### src/rtl/alm_pkg.sv
package alm_pkg;
  localparam int SEC_W  = 7;
  localparam int MIN_W  = 7;
  localparam int HR_W   = 6;
  localparam int DATE_W = 6;
  localparam int MON_W  = 5;
  localparam int DOW_W  = 3;
  localparam int NFLD   = 6;
  localparam int TIME_W = SEC_W + MIN_W + HR_W + 1 + DATE_W + MON_W + DOW_W;
  localparam int CFG_W  = TIME_W + NFLD + 1;

  localparam int F_SEC  = 0;
  localparam int F_MIN  = 1;
  localparam int F_HR   = 2;
  localparam int F_DATE = 3;
  localparam int F_MON  = 4;
  localparam int F_DOW  = 5;

  typedef struct packed {
    logic [DOW_W-1:0]  dow;
    logic [MON_W-1:0]  mon;
    logic [DATE_W-1:0] date;
    logic              pm;
    logic [HR_W-1:0]   hour;
    logic [MIN_W-1:0]  min;
    logic [SEC_W-1:0]  sec;
  } time_t;

  typedef struct packed {
    logic            ie;
    logic [NFLD-1:0] en;
    time_t           t;
  } cfg_t;

  // Per-field equality; hour includes PM only in 12-hour mode.
  function automatic logic [NFLD-1:0] field_eq(time_t a, time_t b, logic mode12);
    logic [NFLD-1:0] e;
    e[F_SEC]  = (a.sec  == b.sec);
    e[F_MIN]  = (a.min  == b.min);
    e[F_HR]   = (a.hour == b.hour) && (!mode12 || (a.pm == b.pm));
    e[F_DATE] = (a.date == b.date);
    e[F_MON]  = (a.mon  == b.mon);
    e[F_DOW]  = (a.dow  == b.dow);
    return e;
  endfunction

  // Hit when at least one field enabled and all enabled fields equal.
  function automatic logic alarm_hit(logic [NFLD-1:0] eq, logic [NFLD-1:0] en);
    return (|en) && (&(eq | ~en));
  endfunction
endpackage

### src/rtl/alm_cmp.sv
module alm_cmp
  import alm_pkg::*;
(
  input  time_t cur_i,
  input  cfg_t  cfg_i,
  input  logic  mode12_i,
  output logic  match_o
);
  logic [NFLD-1:0] eq_w;

  always_comb begin
    eq_w    = field_eq(cur_i, cfg_i.t, mode12_i);
    match_o = alarm_hit(eq_w, cfg_i.en);
  end
endmodule

### src/rtl/alm_flag.sv
module alm_flag (
  input  logic clk,
  input  logic rst_n,
  input  logic set_i,
  input  logic clr_i,
  output logic flag_o
);
  always_ff @(posedge clk) begin
    if (!rst_n)     flag_o <= 1'b0;
    else if (set_i) flag_o <= 1'b1;
    else if (clr_i) flag_o <= 1'b0;
  end

  a_r2_set_on_hit: assert property (@(posedge clk) disable iff (!rst_n)
    set_i |=> flag_o);
  a_r6_sticky: assert property (@(posedge clk) disable iff (!rst_n)
    flag_o && !clr_i |=> flag_o);
  a_r6_clear: assert property (@(posedge clk) disable iff (!rst_n)
    clr_i && !set_i |=> !flag_o);
endmodule

### src/rtl/alm_match.sv
module alm_match
  import alm_pkg::*;
#(
  parameter int NUM_ALARMS = 2
) (
  input  logic                        clk,
  input  logic                        rst_n,
  input  logic                        tick_i,
  input  logic [6:0]                  cur_sec_i,
  input  logic [6:0]                  cur_min_i,
  input  logic [5:0]                  cur_hour_i,
  input  logic                        cur_pm_i,
  input  logic [5:0]                  cur_date_i,
  input  logic [4:0]                  cur_month_i,
  input  logic [2:0]                  cur_dow_i,
  input  logic                        mode12_i,
  input  logic [NUM_ALARMS*CFG_W-1:0] alm_cfg_i,
  input  logic [NUM_ALARMS-1:0]       clr_i,
  output logic [NUM_ALARMS-1:0]       flag_o,
  output logic                        irq_n_o
);
  time_t                 cur_w;
  logic [NUM_ALARMS-1:0] match_w;
  logic [NUM_ALARMS-1:0] hit_w;
  logic [NUM_ALARMS-1:0] ie_w;

  assign cur_w = '{dow: cur_dow_i, mon: cur_month_i, date: cur_date_i,
                   pm: cur_pm_i, hour: cur_hour_i, min: cur_min_i, sec: cur_sec_i};

  for (genvar k = 0; k < NUM_ALARMS; k++) begin : g_slot
    cfg_t cfg_w;
    assign cfg_w    = alm_cfg_i[k*CFG_W +: CFG_W];
    assign ie_w[k]  = cfg_w.ie;
    assign hit_w[k] = tick_i & match_w[k];

    alm_cmp u_cmp (
      .cur_i    (cur_w),
      .cfg_i    (cfg_w),
      .mode12_i (mode12_i),
      .match_o  (match_w[k])
    );

    alm_flag u_flag (
      .clk    (clk),
      .rst_n  (rst_n),
      .set_i  (hit_w[k]),
      .clr_i  (clr_i[k]),
      .flag_o (flag_o[k])
    );

    a_r4_no_enable: assert property (@(posedge clk) disable iff (!rst_n)
      tick_i && (cfg_w.en == '0) && !flag_o[k] |=> !flag_o[k]);
    a_r5_tick_only: assert property (@(posedge clk) disable iff (!rst_n)
      !tick_i && !flag_o[k] |=> !flag_o[k]);
    a_r7_irq_low: assert property (@(posedge clk) disable iff (!rst_n)
      flag_o[k] && cfg_w.ie |-> !irq_n_o);
  end

  assign irq_n_o = ~|(flag_o & ie_w);

  a_r1_reset: assert property (@(posedge clk)
    $past(!rst_n) |-> (flag_o == '0) && irq_n_o);
  a_r7_irq_high: assert property (@(posedge clk) disable iff (!rst_n)
    ((flag_o & ie_w) == '0) |-> irq_n_o);
endmodule

### config.mk
export PLATFORM = sky130hd
export DESIGN_NAME = alm_match
export DESIGN_NICKNAME = d
export VERILOG_FILES = /design/src/rtl/alm_pkg.sv /design/src/rtl/alm_cmp.sv /design/src/rtl/alm_flag.sv /design/src/rtl/alm_match.sv
export SDC_FILE = /design/constraint.sdc
export NUM_CORES = 1
export LEC_CHECK = 0
export ABC_AREA = 1
export BUFFER_PORTS_ARGS = -buffer_cell sky130_fd_sc_hd__buf_2
export CORE_MARGIN = 5
export CORE_UTILIZATION = 39
export DETAILED_ROUTE_END_ITERATION = 7
export GPL_ROUTABILITY_DRIVEN = 0
export PLACE_DENSITY = 0.82
export SYNTH_ARGS = -nofsm -noshare
export SYNTH_HDL_FRONTEND = slang
export SYNTH_SLANG_ARGS = --single-unit
### constraint.sdc
create_clock -name clk -period 0.93 [get_ports clk]
set_clock_uncertainty 0.1 [all_clocks]
set_input_delay 0 -clock clk [delete_from_list [all_inputs] [get_ports clk]]
set_output_delay 0 -clock clk [all_outputs]
set_load 0.05 [all_outputs]
# After elaboration in Yosys (flattened, before gate mapping)
# Index checks and enable logic that the tools add are counted.
dict set report totals {
  ff_bits 2
  inputBits 125
  output_inout_bits 3
  wordCells 42
}
dict set report op_classes {
  eq_ne 14
  n_mux 4
  bitwise 7
  n_reduce_logical 15
}
# op count
set ops {}
lappend ops {{== test 7 bit} 4}
lappend ops {{== test 6 bit} 4}
lappend ops {{inverter 6 bit} 2}
lappend ops {{OR 6 bit} 2}
lappend ops {{AND reduction 6 bit} 2}
lappend ops {{OR reduction 6 bit} 2}
lappend ops {{== test 5 bit} 2}
lappend ops {{== test 3 bit} 2}
lappend ops {{logical AND 1 bit} 4}
lappend ops {{2-to-1 mux 1 bit} 4}
lappend ops {{nonzero test 2 bit} 2}
lappend ops {{AND 1 bit} 2}
lappend ops {{AND 2 bit} 1}
lappend ops {{== test 1 bit} 2}
lappend ops {{zero test 1 bit} 2}
lappend ops {{logical OR 1 bit} 2}
lappend ops {{OR reduction 2 bit} 1}

# Logic depth before layout (Yosys ltp)
dict set report logic_depth {
  ltp_word 8
  ltp_mapped 11
  ltp_nobuf 11
}

# By module
# From an unflattened synthesis, not the netlist that was laid out.
dict set report unflattened {
  hier_cells 326
  hier_area_um2 1438.9
}
# mod n_inst cells_per_inst area_per_inst_um2 seq_area_each_um2
set modules_own_cells {}
lappend modules_own_cells {alm_cmp 2 153 660.6 0.0}
lappend modules_own_cells {alm_flag 2 6 43.8 20.0}
lappend modules_own_cells {alm_match 1 8 30.0 0.0}

# Least setup slack after synthesis
# OpenSTA, ideal clock, no wires.
dict set report synth_path {
  path_type {register -> output}
  startpoint {reg g_slot[1].u_flag.flag_o}
  endpoint {out irq_n_o}
  t_arrival_ps 801
  required_ps 830
  path_slack_ps 29
  stages_incl_launch_ff 3
  n_path_buf 0
  path_cell_list {dfxtp_1 > a22o_1 > inv_1}
}
dict set report synth_between {
  elab_chain_len 3
}
# element line_no
set synth_lines {}
lappend synth_lines {{start: declaration} alm_flag.sv:6} ;# output logic flag_o
lappend synth_lines {{start signal: assignment} alm_flag.sv:9} ;# if (!rst_n) flag_o <= 1'b0;
lappend synth_lines {{start signal: assignment} alm_flag.sv:10} ;# else if (set_i) flag_o <= 1'b1;
lappend synth_lines {{start signal: assignment} alm_flag.sv:11} ;# else if (clr_i) flag_o <= 1'b0;
lappend synth_lines {{AND 2 bit} alm_match.sv:59} ;# assign irq_n_o = ~|(flag_o & ie_w);
lappend synth_lines {{OR reduction 2 bit} alm_match.sv:59}
lappend synth_lines {{zero test 1 bit} alm_match.sv:59}
lappend synth_lines {{end: declaration} alm_match.sv:20} ;# output logic irq_n_o
# Every way passes these cells.

# Final worst setup path
# Ends and elaborated chain as after synthesis.

==> impl_results.md <==
* Core area at 3660 um2
* Pwr per Cell Area at 544 nW/um2
* Most frequent cells in the layout: nand2_1, buf_2, inv_1
* Crit path max fanout at 2
* Post-Syn Instances at 344
* Syn_area_per_cell at 4.28 um2
* Top Registers: g_slot.u_flag.flag_o (2)
* Pleak at 1.66 nW
* Synth Cell Area at 1470 um2
* Endpoints failing setup at 1
* Dpl ws at -151 ps
* Worst setup SP type: register
* DR iter-0 viols at 48
* CP endpoint kind: output port
* Mapped Nets at 469
* Sequential area share after synthesis at 0.0272
* Largest net degree at the start of global routing at 5
* Min-Delay Startpoint: alm_cfg_i[35]
* Final hold slack at 58.7 ps
* Die height at 71.5 um
* Antenna Cells at 0
* Result of the run: complete, but fails checks
* FP Rows at 22
* Via/cell ratio at 4.22
* Clk sinks at 2
* Final nets at 604
* CTS tree: yes
* Routed wire length at 4680 um
* Max stage delay on crit path at 310 ps
* Critical Path RT at 830 ps
* Setup crit start: g_slot[1].u_flag.flag_o$_SDFFE_PN0P_
* Hpwl dp at 4260 um
* # H-tree levels at 1
* Share of layout cells above drive strength 1 at 0.304
* Clock root cell: clkbuf_8
* Synth warn at 0
* Post-route antenna net violation count at 0
* Die Area at 5110 um2
* Max reg flops at 2
* Routed len/inst at 8.92 um
* Failing checks: setup timing
* Clock slew at reported path FFs at 30 ps
* X dimension of the die at 71.5 um
* Peak Freq at 969 MHz
* Gr ovfl total at 0
* Initial antenna violation count at 0
* Area delta synth->final at 55.5%
* Total CTS buffers at 3
* Worst-Margin Slew at 163 ps
* CP Class: reg2out
* Crit path DAT at 930 ps
* Worst reg2reg path startpoint: g_slot[0].u_flag.flag_o$_SDFFE_PN0P_
* Synthesized flop and latch total at 2
* DRT Pass-1 Iters at 4
* Final hold violation count at 0
* Initial Utilization at 0.402
* Clock Latency Late Sink at 210 ps
* Max-slew violation total from the final report at 0
* Worst VDD drop at 0.270 mV
* # DRC at 0
* I/O pins at 128
* Period utilization at 1.11
* Synth cell types at 15
* First-pass GRT wire length at 7470 um
* Max_cap viols at 0
* Clock Tree Buf Depth at 2
* Max_slew headroom at 0.891
* HP Class: in2reg
* Buf/Inv on CP at 2
* Commonest non-fill, non-tap cell in the layout: nand2_1
* RSZ-0062 raised after global routing: yes
* Vias in the first global route at 2,043
* Fin worst setup slack at -102 ps
* Via count at 2,214
* Critical path cell sequence: a22o_1 -> inv_1 -> buf_6
* Fin crit period at 1030 ps
* # port buffers at 127
* Setup TNS at -102 ps
* Top reg by flops: g_slot.u_flag.flag_o
* Max stage delay cell, worst path: dfxtp_2
* Family with the most delay on the worst path: flip-flops
* GRT Resource Usage Total at 0.173
## logic make-up (layout without fill, tap and decap cells)
family | Yosys count | after routing | share of synthesized area
flops | 2 | 2 | 0.0272
xor+xnor | 20 | 20 | 0.119
simple gates | 229 | 229 | 0.600
buf+inv | 87 | 220 | 0.227
compound gates | 6 | 6 | 0.0272
## report_power, final
| part | leakage, nW | total, W | internal, W | switching (W) |
|---|---|---|---|---|
| Combinational | 1.62 | 0.000809 | 0.000405 | 0.000403 |
| Sequential | 0.0171 | 0.0000875 | 0.0000872 | 0.000000314 |
| Clock | 0.0216 | 0.000349 | 0.000274 | 0.0000744 |
| Total | 1.66 | 0.00124 | 0.000767 | 0.000478 |
## per-stage QoR
step / area, um2 / util / total power, W / cells
global placement: 2160 / 0.590 / 0.000854 / 518
detailed placement: 2160 / 0.590 / 0.000873 / 518
finish: 2290 / 0.625 / 0.00124 / 525
floorplan: 1470 / - / 0.000487 / 344
CTS: 2260 / 0.617 / 0.00125 / 525
global route: 2290 / 0.625 / 0.00140 / 525
## timing repair
item / 4_1_cts / 5_1_grt
endpoints found under the hold margin: 2 / 0
hold buffers: 3 / 0
setup buffers: 1 / 0
pin swaps: 0 / 6
resized for setup: 7 / 11
endpoints found under the setup margin: 3 / 4
## per-layer routing
layer  vias up  wire [um]  part of all wire  track usage
met1       890       1880              0.40        0.187
met3         6        471              0.10       0.0351
met2        84       2290              0.49        0.341
li1       1234          -                 -            -
met5         -          0                 0            0
met4         0         46            0.0098       0.0376
## path summary, 6_finish.rpt
kind                                               end  depth (start not counted)  slack, ps
hold / removal    g_slot[0].u_flag.flag_o$_SDFFE_PN0P_                          6         60
setup reg to reg  g_slot[0].u_flag.flag_o$_SDFFE_PN0P_                          3        140
setup / recovery                               irq_n_o                          3       -100
hold reg to reg   g_slot[1].u_flag.flag_o$_SDFFE_PN0P_                          3        520
## final cells by class
cell class	count	area [um2]
inverter	85	319
clock buffer	3	41.3
timing repair buffer	132	703
sequential	2	42.5
multi-input combinational	255	1120
tap	48	60.1
fill	393	1370
## worst register-to-register path, cell delays in order, from the launching register on
cell and delay, ps:
dfxtp_2 310, buf_4 130, nand2_1 80, a21oi_2 50
## cells in the mapped netlist, drive strengths merged
cell    instances  area share
a21boi          1      0.0051
a21oi           2      0.0093
a22o            1      0.0059
buf             2       0.010
dfxtp           2       0.027
inv            85        0.22
nand2         173        0.44
nand3          13       0.044
nor2           41        0.11
o21ai           2      0.0068
or2             2      0.0085
xnor2          16       0.095
xor2            4       0.024
Power figures use the tool's default switching activity.
